**config.mk**
```make
export PLATFORM = sky130hd
export DESIGN_NAME = snoop_bank_mapper
export DESIGN_NICKNAME = d
export VERILOG_FILES = /design/src/rtl/snoop_map_pkg.sv /design/src/rtl/snoop_addr_match.sv /design/src/rtl/snoop_arm_fsm.sv /design/src/rtl/snoop_bank_reg.sv /design/src/rtl/snoop_bank_mapper.sv
export SDC_FILE = /design/constraint.sdc
export NUM_CORES = 1
export LEC_CHECK = 0
export CAP_MARGIN = 30
export CORE_AREA = 10 10 47 49
export DETAILED_ROUTE_END_ITERATION = 8
export DIE_AREA = 0 0 57 59
export PLACE_DENSITY_LB_ADDON = 0.1
export SYNTH_ARGS = -nofsm -noshare
export SYNTH_HDL_FRONTEND = slang
export SYNTH_SLANG_ARGS = --single-unit
```
**constraint.sdc**
```tcl
create_clock -name clk -period 1.85 [get_ports clk]
set_clock_uncertainty 0.2 [all_clocks]
set_input_delay 0.2775 -clock clk [delete_from_list [all_inputs] [get_ports clk]]
set_output_delay 0.2775 -clock clk [all_outputs]
set_load 0.05 [all_outputs]
```
**src/rtl/snoop_map_pkg.sv**
```systemverilog
package snoop_map_pkg;

    localparam int ADDR_W    = 16;
    localparam int DATA_W    = 8;
    localparam int NUM_BANKS = 2;
    localparam int BANK_W    = $clog2(NUM_BANKS);
    localparam logic [ADDR_W-1:0] STACK_TRIG = 16'h01FE;
    localparam int SEL_BIT   = 5;
    localparam logic [DATA_W-1:0] SEL_MASK = DATA_W'(1) << SEL_BIT;

    typedef enum logic {
        DET_IDLE  = 1'b0,
        DET_ARMED = 1'b1
    } det_state_t;

    typedef struct packed {
        logic [ADDR_W-1:0] addr;
        logic [DATA_W-1:0] data;
        logic              valid;
    } bus_cycle_t;

    typedef logic [BANK_W-1:0] bank_t;

    // A clear select bit picks bank 1, a set one picks bank 0.
    function automatic bank_t bank_from_byte(input logic [DATA_W-1:0] b);
        return (|(b & SEL_MASK)) ? bank_t'(0) : bank_t'(1);
    endfunction

endpackage

```
**src/rtl/snoop_addr_match.sv**
```systemverilog
module snoop_addr_match
    import snoop_map_pkg::*;
#(
    parameter logic [ADDR_W-1:0] MATCH_ADDR = STACK_TRIG
) (
    input  bus_cycle_t cyc,
    output logic       hit
);
    always_comb begin
        hit = cyc.valid && (cyc.addr == MATCH_ADDR);
    end
endmodule

```
**src/rtl/snoop_arm_fsm.sv**
```systemverilog
module snoop_arm_fsm
    import snoop_map_pkg::*;
(
    input  logic clk,
    input  logic rst,
    input  logic cyc_valid,
    input  logic trig_hit,
    output logic sample_now,
    output logic armed
);
    det_state_t state_q, state_d;

    always_comb begin
        state_d = state_q;
        if (cyc_valid) begin
            state_d = trig_hit ? DET_ARMED : DET_IDLE;
        end
    end

    always_ff @(posedge clk) begin
        if (rst) state_q <= DET_IDLE;
        else     state_q <= state_d;
    end

    assign armed      = (state_q == DET_ARMED);
    assign sample_now = armed && cyc_valid;
endmodule

```
**src/rtl/snoop_bank_reg.sv**
```systemverilog
module snoop_bank_reg
    import snoop_map_pkg::*;
(
    input  logic              clk,
    input  logic              rst,
    input  logic              load,
    input  logic [DATA_W-1:0] sel_byte,
    output bank_t             bank
);
    bank_t bank_q;

    always_ff @(posedge clk) begin
        if (rst)       bank_q <= bank_t'(0);
        else if (load) bank_q <= bank_from_byte(sel_byte);
    end

    assign bank = bank_q;
endmodule

```
**src/rtl/snoop_bank_mapper.sv**
```systemverilog
module snoop_bank_mapper
    import snoop_map_pkg::*;
(
    input  logic              clk,
    input  logic              rst,
    input  logic [ADDR_W-1:0] addr_bus,
    input  logic [DATA_W-1:0] data_bus,
    input  logic              cyc_valid,
    output logic [BANK_W-1:0] bank_sel
);
    bus_cycle_t cyc;
    logic       trig_hit;
    logic       sample_now;
    logic       det_armed;

    always_comb begin
        cyc.addr  = addr_bus;
        cyc.data  = data_bus;
        cyc.valid = cyc_valid;
    end

    snoop_addr_match #(.MATCH_ADDR(STACK_TRIG)) u_match (
        .cyc (cyc),
        .hit (trig_hit)
    );

    snoop_arm_fsm u_fsm (
        .clk        (clk),
        .rst        (rst),
        .cyc_valid  (cyc.valid),
        .trig_hit   (trig_hit),
        .sample_now (sample_now),
        .armed      (det_armed)
    );

    snoop_bank_reg u_bank (
        .clk      (clk),
        .rst      (rst),
        .load     (sample_now),
        .sel_byte (cyc.data),
        .bank     (bank_sel)
    );
endmodule

```
; Yosys cells after proc, flatten, opt, wreduce, memory -nomap -nowiden
; Index checks and enable logic that the tools add are counted.
[totals]
ff_bits = 2
in_bits = 27
elab_cells = 7
[op_classes]
n_eq_ne = 1
n_mux = 2
reduce_logical = 2
[op_table]
columns = operator, count
row1 = 16-bit by 9-bit equality test with 1-bit output (second input constant), 1
row2 = 1-bit logical AND, 2
row3 = 1-bit 2-to-1 mux, 2

; Longest topological paths before layout
; Gate-level depths: netlist (run 1).
[logic_depth]
depth_word = 3
mapped_depth = 3

; Cells and area by module
; Synthesis (run 1) repeated with hierarchy kept, for this count alone.
[unflattened]
hier_cells = 14
hier_area_um2 = 132.6
[by_module_without_submodules]
columns = module, instances, cells_per_inst, area_each_um2, seq_area_each_um2
row1 = snoop_addr_match, 1, 7, 60.1, 0.0
row2 = snoop_arm_fsm, 1, 4, 41.3, 20.0
row3 = snoop_bank_reg, 1, 3, 31.3, 20.0

; Least setup slack after synthesis (run 1)
; OpenSTA, ideal clock, no wires.
[synth_timing]
kind = flip-flop to flip-flop
startpoint = reg u_bank.bank (netlist name)
endpoint = reg u_bank.bank_q (netlist: u_bank.bank)
setup_ps = 91
arrival_time_ps = 902
setup_slack_ps = 657
stages_incl_launch_ff = 3
n_path_buf = 0
path_cell_list = dfxtp_1 -> a21oi_1 -> a311oi_1
[synth_rtl]
columns = element, line_no
row1 = "end signal, assigned", snoop_bank_reg.sv:13  ; if (rst) bank_q <= bank_t'(0);
row2 = "end signal, assigned", snoop_bank_reg.sv:14  ; else if (load) bank_q <= bank_from_byte(sel_byte);
row3 = "end, declared", snoop_bank_reg.sv:10  ; bank_t bank_q;

; Worst setup path after layout (run 1)
[layout_timing]
startpoint = in addr_bus[13]
endpoint = reg u_fsm.state_q (netlist: u_fsm.armed)
[layout_via]
elab_chain_len = 3
[layout_rtl]
columns = element, line_no
row1 = "start, declared", snoop_bank_mapper.sv:6  ; input logic [ADDR_W-1:0] addr_bus,
row2 = 16-bit by 9-bit equality test with 1-bit output, snoop_addr_match.sv:10  ; hit = cyc.valid && (cyc.addr == MATCH_ADDR);
row3 = 1-bit logical AND, snoop_addr_match.sv:10
row4 = 1-bit 2-to-1 mux, snoop_arm_fsm.sv:16  ; state_d = trig_hit ? DET_ARMED : DET_IDLE;
row5 = "end signal, assigned", snoop_arm_fsm.sv:22  ; else state_q <= state_d;
row6 = "end, declared", snoop_arm_fsm.sv:11  ; det_state_t state_q, state_d;
; Every way passes these cells.
; A chain may end at the register's enable or synchronous reset.

==> impl_metrics.toml, run 1 <==
[worst_setup_path]
crit_required_ns = 1.79
worstRegToRegCells = 2
path_class = "in2reg"
crit_path_max_incr_delay_ns = 0.42
slowest_stage = "clkdlybuf4s50_1"
path_cells = "clkdlybuf4s50_1, nor4b_2, nand4_1, a211oi_2"
cp_max_fo = 1
cp-end-kind = "register"
startpoint_type = "input port"
worstPathArrival_ns = 1.35

[detailed_routing]
drtAntennaViolNets = 0
remaining_drc_errors = 0
finalWirelength_um = 680
wl_per_cell_um = 13.60
num_vias = 199
dr.first_iter.drc_count = 1
drt_first_pass_iters = 4
viasPerCell = 3.980

[pwr]
p_int_mw = 0.1575
p_clk_share_pct = 48.6
ir_drop_v = 0.0002708
comb_power_share_pct = 27.3
p_switching_mw = 0.03632
leakagePower_nw = 0.1314
finalPower_mw = 0.1938
power_density_mw_per_mm2 = 528.6
swShare_pct = 18.74
seqPwrFrac_pct = 24.2

[logic_synthesis]
synth-seq-area-share_pct = 31.68
synthesis.area_um2 = 126.4
synthDistinctLibCells = 9
ys_ff_latch = 2
syn_avg_cell_area_um2 = 11.49
syn_inst = 11
yosysWarningCount = 0
synth_fp_nets = 38

[clock_tree]
clkLatencyLatePin_ns = 0.22
cts-htree-levels = 1
cts_resized = 0
post-cts-setup-buffer-count = 0
holdBufCountCts = 0
cts_buffer_depth = 2
root_buffer = "clkbuf_4"
cts_sinks = 2
cts_made_buffers = 3
cts_tree = "yes"
clkTransAtPathRegs_ns = 0.03

[worst_hold_path]
min_path_cells = 1
min_path_type = "reg2reg"

[die]
ios = 28
start_util_pct = 9.018
die_w_um = 57
die_area_mm2 = 0.003363
rows = 14
core_area_mm2 = 0.001401
fp.dieH_um = 59

[place]
pre_cts_slack_ns = 0.1717
portBuffers = 20
gp_congestion = 0.7193
hpwl_um = 581.1

[cells_and_area]
nNetsFinal = 63
n_antenna_cell = 0
area_delta_synth_final_pct = 190.1
layout-drive-gt1-share_pct = 23.53
layout_commonest_cell = "clkdlybuf4s50_1"
layout_common_cells = "19 x clkdlybuf4s50_1, 3 x clkbuf_4, 2 x and4bb_2, 2 x dfxtp_1"
n_fill_cell = 153

[job]
drv_cap = 0

[timing]
finalHoldViolations = 0
max_slew_margin_pct = 85.47
min_period_ns = 1.409
worst_slack_ns = 0.4409
whs_ns = 0.2939
finalSetupViolations = 0
fmax_mhz = 709.7
rsz0062_at_grt = "false"
tightest_slew_ns = 0.2173
slew_viol_final = 0
fin_crit_sh_pct = 76.17
final.setup.tns_ns = 0

[grt]
globalRoute.totalOverflow = 0
grt.total_usage_pct = 3.901
grt_pass1_vias = 206
grt_start_max_net_pins = 5
antenna_found_initial = 0
grt_pass1_wl_um = 986

[run_status]
status = "completed"
## stage by stage
stage	instance area (um2)	std cells	util (%)
floorplan	126.4	11	-
global placement	344.1	47	24.55
detailed placement	344.1	47	24.55
CTS	366.6	50	26.16
global route	366.6	50	26.16
finish	366.6	50	26.16
## critical path, delay by kind of cell
| kind | cells | cell delay [ns] |
|---|---|---|
| and+or+nand+nor | 2 | 0.43 |
| buffers and inverters | 1 | 0.42 |
| AOI/OAI and AO/OA | 1 | 0.22 |
## state kept, by name, indices dropped and copies added, names as in the netlist
| register | cells |
|---|---|
| u_bank.bank | 1 |
| u_fsm.armed | 1 |
## path summary, 6_finish.rpt
| check | slack [ns] | startpoint | end |
|---|---|---|---|
| hold reg to reg | 0.29 | u_fsm.armed | u_bank.bank |
| setup reg to reg | 0.90 | u_fsm.armed | u_bank.bank |
| hold / removal | 0.29 | u_fsm.armed | u_bank.bank |
| setup / recovery | 0.44 | addr_bus[13] | u_fsm.armed |
## metal layers
metal / vias to the layer above / wire (um) / global-route usage [%]
met5: - / 0 / 0
met4: 0 / 0 / 4.027
met3: 0 / 110 / 2.790
met2: 21 / 267 / 5.116
met1: 83 / 303 / 3.832
li1: 95 / - / -
## cell families after synthesis
| logic type | after synthesis | share of synthesized area [%] |
|---|---|---|
| AOI/OAI and AO/OA | 3 | 20.79 |
| DFF | 2 | 31.68 |
| and+or+nand+nor | 6 | 47.52 |
## cells in the mapped netlist
cell type / count / area share (%)
and4b_1: 1 / 7.9
nand4_1: 1 / 5.0
a21oi_1: 1 / 4.0
and4bb_2: 2 / 20
a311oi_1: 1 / 6.9
nor4b_2: 1 / 12
dfxtp_1: 2 / 32
nor2_1: 1 / 3.0
a211oi_2: 1 / 9.9
## layout make-up
type	count	area [um2]	share of cell area, %
timing repair buffer	20	197.7	53.92
multi-input combinational	9	86.33	23.55
sequential	2	40.04	10.92
clock buffer	3	22.52	6.143
tap	16	20.02	5.461
## power by group through the flow
| stage | clock (mW) | combinational (mW) | sequential (mW) |
|---|---|---|---|
| floorplan | 0 | 0.00674 | 0.0499 |
| global placement | 0 | 0.0515 | 0.0471 |
| detailed placement | 0 | 0.0528 | 0.0473 |
| CTS | 0.101 | 0.0531 | 0.0468 |
| global route | 0.101 | 0.0551 | 0.0471 |
| finish | 0.0941 | 0.0528 | 0.0468 |
Note: power is estimated with default switching activity, not from simulation.
==> inputs of run 2 (changes only) <==
- clock period: 1.85 -> 1.4 ns (I/O delays scaled with it)
==> run 2 against run 1 <==
Effect of this change: sequential share of layout area fell by 0.50 points; sequential power increased by 33%; utilization grew 1.3 points; critical path depth did not move; die area unchanged; register-to-register slack worse by 0.47 ns; worst setup slack lost 0.30 ns; global-route usage up 0.22 points; critical path type unchanged; largest cell class unchanged; largest power group unchanged; highest routed layer unchanged.
==> impl_metrics.toml, run 2 (same netlist as run 1, synthesis figures left out) <==
[cells_and_area]
instances_no_fill = 50
layout_commonest_cell = "clkdlybuf4s50_1"
layout_common_cells = "17 x clkdlybuf4s50_1, 3 x clkbuf_4, 2 x and4bb_2, 2 x dlymetal6s2s_1, 2 x dfxtp_1"
area_delta_synth_final_pct = 204.0
layout-drive-gt1-share_pct = 23.53
n_antenna_cell = 0
nNetsFinal = 63

[timing]
min_period_ns = 1.262
rsz0062_at_grt = "false"
max_slew_margin_pct = 85.49
tightest_slew_ns = 0.2162
finalHoldViolations = 0
finalSetupViolations = 0
worst_slack_ns = 0.1377
fmax_mhz = 792.2
fin_crit_sh_pct = 90.17
slew_viol_final = 0

[detailed_routing]
remaining_drc_errors = 0
num_vias = 193
wl_per_cell_um = 13.12
viasPerCell = 3.860
drtAntennaViolNets = 0
dr.first_iter.drc_count = 0
finalWirelength_um = 656
drt_first_pass_iters = 1

[die]
fp.dieH_um = 59
die_w_um = 57
rows = 14
die_area_mm2 = 0.003363
ios = 28
start_util_pct = 9.018
core_area_mm2 = 0.001401

[clock_tree]
post-cts-setup-buffer-count = 0
cts_tree = "yes"
cts_made_buffers = 3
root_buffer = "clkbuf_4"
cts_sinks = 2
clkTransAtPathRegs_ns = 0.03
cts-htree-levels = 1
clkLatencyLatePin_ns = 0.22
cts_buffer_depth = 2

[pwr]
power_density_mw_per_mm2 = 677.5
leakagePower_nw = 0.1526
ir_drop_v = 0.0003001
finalPower_mw = 0.2602

[worst_setup_path]
crit_path_max_incr_delay_ns = 0.45
cp-end-kind = "register"
worstPathArrival_ns = 1.21
crit_required_ns = 1.34
path_cells = "clkdlybuf4s50_1, nor4b_2, nand4_1, a211oi_2"
startpoint_type = "input port"
crit_buf_inv = 1
slowest_stage = "clkdlybuf4s50_1"
cp_max_fo = 1
path_delay_family = "buffers and inverters"
crit_start = "addr_bus[1]"
path_class = "in2reg"
rr_startpoint = "u_bank.bank"

[job]
drv_cap = 0

[run_status]
status = "completed"

[place]
hpwl_um = 562.7
gp_congestion = 0.7267
placed_cells = 47
pre_cts_slack_ns = -0.2035
portBuffers = 20

[worst_hold_path]
min_path_type = "in2reg"
holdCritStartpoint = "addr_bus[15]"

[grt]
grt_pass1_wl_mm = 1.014
antenna_found_initial = 0
grt_pass1_vias = 221
grt_start_max_net_pins = 5
grt.total_usage_pct = 4.118
globalRoute.totalOverflow = 0
run 2: cell count changes in the layout (fill, tap and decap cells not counted):
| cell | change |
|---|---|
| dlymetal6s2s_1 | +2 |
| buf_4 | -1 |
| buf_12 | +1 |
| clkdlybuf4s50_1 | -2 |
run 2: cell type report:
class	instances	area (um2)
Timing Repair Buffer	20	215.2
Tap cell	16	20.02
Sequential cell	2	40.04
Fill cell	158	1017
Multi-Input combinational cell	9	86.33
Clock buffer	3	22.52
run 2: metrics by stage:
stage | cell area [um2] | util (%) | setup TNS, ns | hold slack [ns]
global route | 384.1 | 27.41 | 0 | 0.2162
floorplan | 126.4 | - | 0 | 0.07465
CTS | 379.1 | 27.05 | 0 | 0.2878
finish | 384.1 | 27.41 | 0 | 0.1592
detailed placement | 356.6 | 25.45 | -0.2035 | 0.2858
global placement | 356.6 | 25.45 | -0.1900 | 0.2651
run 2: final timing paths:
kind	endpoint	slack, ns	cells after the start
max reg2reg	u_bank.bank	0.43	2
min reg2reg	u_bank.bank	0.30	1
min	u_fsm.armed	0.16	4
max	u_fsm.armed	0.14	4
run 2: tightest hold or removal path, cell delays in order:
cell and delay [ns]:
dlymetal6s2s_1 0.10, nor4b_2 0.05, nand4_1 0.10, a211oi_2 0.06
run 2: timing repair:
item	in CTS	in global routing
setup endpoints to repair	0	1
hold buffers	0	0
gates resized for setup	0	2
hold endpoints to repair	0	0
run 2: routing by layer:
layer | vias up | wire length [um] | GRT usage (%)
met2 | 17 | 264 | 5.891
li1 | 95 | - | -
met5 | - | 0 | 0
met4 | 0 | 0 | 4.027
met3 | 0 | 99 | 2.790
met1 | 81 | 291 | 3.832
run 2: power breakdown:
group	switching (mW)	internal [mW]
combinational	0.0153	0.0554
clock	0.0326	0.0945
sequential	0.00238	0.0600
==> inputs of run 3 (changes only) <==
- GPL_TIMING_DRIVEN: not set -> 0
- HOLD_SLACK_MARGIN: not set -> 0.1
- clock period: 1.4 -> 1.53 ns (I/O delays scaled with it)
==> run 3 against run 2 <==
Effect of this change: highest routed layer is now met4; non-clock buffer count is the same; combinational power is 11% lower; flip-flop and latch count unchanged; routed wire length up 2.3%; sequential share of layout area up 0.57 points; power is 9.2% lower; global-route usage down 0.34 points; final cell count stayed put; critical endpoint unchanged; design area decreased by 5.2%; first-iteration DRC count stayed put.
==> impl_metrics.toml, run 3 (same netlist as run 1, synthesis figures left out) <==
[pwr]
p_int_mw = 0.1900
leakagePower_nw = 0.1306
p_switching_mw = 0.04627
swShare_pct = 19.59
p_clk_share_pct = 49.6
ir_drop_v = 0.0003598
comb_power_share_pct = 26.5
power_density_mw_per_mm2 = 648.8
seqPwrFrac_pct = 23.9

[grt]
antenna_found_initial = 0
grt_start_max_net_pins = 5
grt_pass1_vias = 213
globalRoute.totalOverflow = 0
grt.total_usage_pct = 3.774
grt_pass1_wl_um = 938

[cells_and_area]
n_antenna_cell = 0
final_area_um2 = 364.1
area_delta_synth_final_pct = 188.1
n_fill_cell = 158
nNetsFinal = 63
regArea_um2 = 40.04
multiInputGateArea_um2 = 86.33
layout_common_cells = "19 x clkdlybuf4s50_1, 3 x clkbuf_4, 2 x and4bb_2, 2 x dfxtp_1"
layout-drive-gt1-share_pct = 23.53
layout_commonest_cell = "clkdlybuf4s50_1"

[die]
rows = 14
ios = 28
core_area_mm2 = 0.001401
die_area_mm2 = 0.003363
fp.dieH_um = 59
start_util_pct = 9.018
die_w_um = 57

[timing]
final.setup.tns_ns = 0
finalHoldViolations = 0
whs_ns = 0.2857
finalSetupViolations = 0
fmax_mhz = 740.0
min_period_ns = 1.351
rsz0062_at_grt = "false"
fin_crit_sh_pct = 88.33
max_slew_margin_pct = 81.44
slew_viol_final = 0
tightest_slew_ns = 0.2797

[worst_setup_path]
rrSetupSlack_ns = 0.61
crit_buf_inv = 1
startpoint_type = "input port"
slowest_stage = "clkdlybuf4s50_1"
cp_max_fo = 1
worstPathArrival_ns = 1.30
crit_required_ns = 1.48
crit_path_max_incr_delay_ns = 0.41
path_class = "in2reg"
cp-end-kind = "register"
path_delay_family = "simple AND/OR/NAND/NOR gates"
path_cells = "clkdlybuf4s50_1, nor4b_2, nand4_1, a211oi_2"

[clock_tree]
cts-htree-levels = 1
clkTransAtPathRegs_ns = 0.03
clkLatencyLatePin_ns = 0.23
cts_sinks = 2
holdBufCountCts = 0
cts_tree = "yes"
cts_buffer_depth = 2
root_buffer = "clkbuf_4"
cts_made_buffers = 3

[detailed_routing]
viasPerCell = 4.020
dr.first_iter.drc_count = 0
drtAntennaViolNets = 0
drt_first_pass_iters = 1
num_vias = 201
wl_per_cell_um = 13.42
remaining_drc_errors = 0
finalWirelength_um = 671

[worst_hold_path]
min_path_type = "reg2reg"

[place]
place_area_um2 = 346.6
hpwl_um = 592.1
gp_congestion = 0.7173
portBuffers = 20

[job]
drv_cap = 0

[run_status]
status = "completed"
-- run 3: cell types whose count changed in the layout (fill, tap and decap cells not counted), sizes merged --
| cell | change |
|---|---|
| buf | -1 |
| dlymetal6s2s | -2 |
| clkbuf | +1 |
| clkdlybuf4s50 | +2 |
-- run 3: worst paths after layout --
check          startpoint           to  cells past startpoint
max          addr_bus[13]  u_fsm.armed                      4
min           u_fsm.armed  u_bank.bank                      1
max reg2reg   u_fsm.armed  u_bank.bank                      2
min reg2reg   u_fsm.armed  u_bank.bank                      1
-- run 3: power by group through the flow --
stage | combinational (mW) | clock [mW] | sequential [mW]
2_1_floorplan | 0.00815 | 0 | 0.0604
3_3_place_gp | 0.0627 | 0 | 0.0569
3_5_place_dp | 0.0640 | 0 | 0.0571
4_1_cts | 0.0637 | 0.125 | 0.0564
5_1_grt | 0.0657 | 0.127 | 0.0568
6_report | 0.0626 | 0.117 | 0.0564
-- run 3: per-layer routing --
| metal | GRT usage (%) | up-vias | wire (um) |
|---|---|---|---|
| met5 | 0 | - | 0 |
| met4 | 4.027 | 0 | 16 |
| met3 | 3.004 | 2 | 127 |
| met2 | 5.426 | 19 | 252 |
| met1 | 3.121 | 84 | 275 |
| li1 | - | 96 | - |
-- run 3: through the flow --
step	power [mW]	instances	utilization [%]	setup slack [ns]
2_1_floorplan	0.06852	11	-	0.3374
3_3_place_gp	0.1196	47	24.73	-0.07804
3_5_place_dp	0.1210	47	24.73	-0.1197
4_1_cts	0.2446	50	26.25	0.004830
5_1_grt	0.2497	50	25.98	0.03625
6_report	0.2362	50	25.98	0.1786
-- run 3: worst register-to-register path, stage by stage, from the launching register on --
cell and delay [ns]:
dfxtp_1 0.34, a21oi_1 0.07, a311oi_1 0.22
-- run 3: area by class of cell --
cell class | count | area share [%]
well taps | 16 | 5.498
multi-input cells | 9 | 23.71
repair buffers | 20 | 53.61
flip-flops and latches | 2 | 11.00
clock buffers | 3 | 6.186
-- run 3: what timing repair did --
action                     4_1_cts  5_1_grt
pin swaps                        0        0
setup endpoints to repair        1        1
resized for setup                1        2
buffers inserted                 0        0
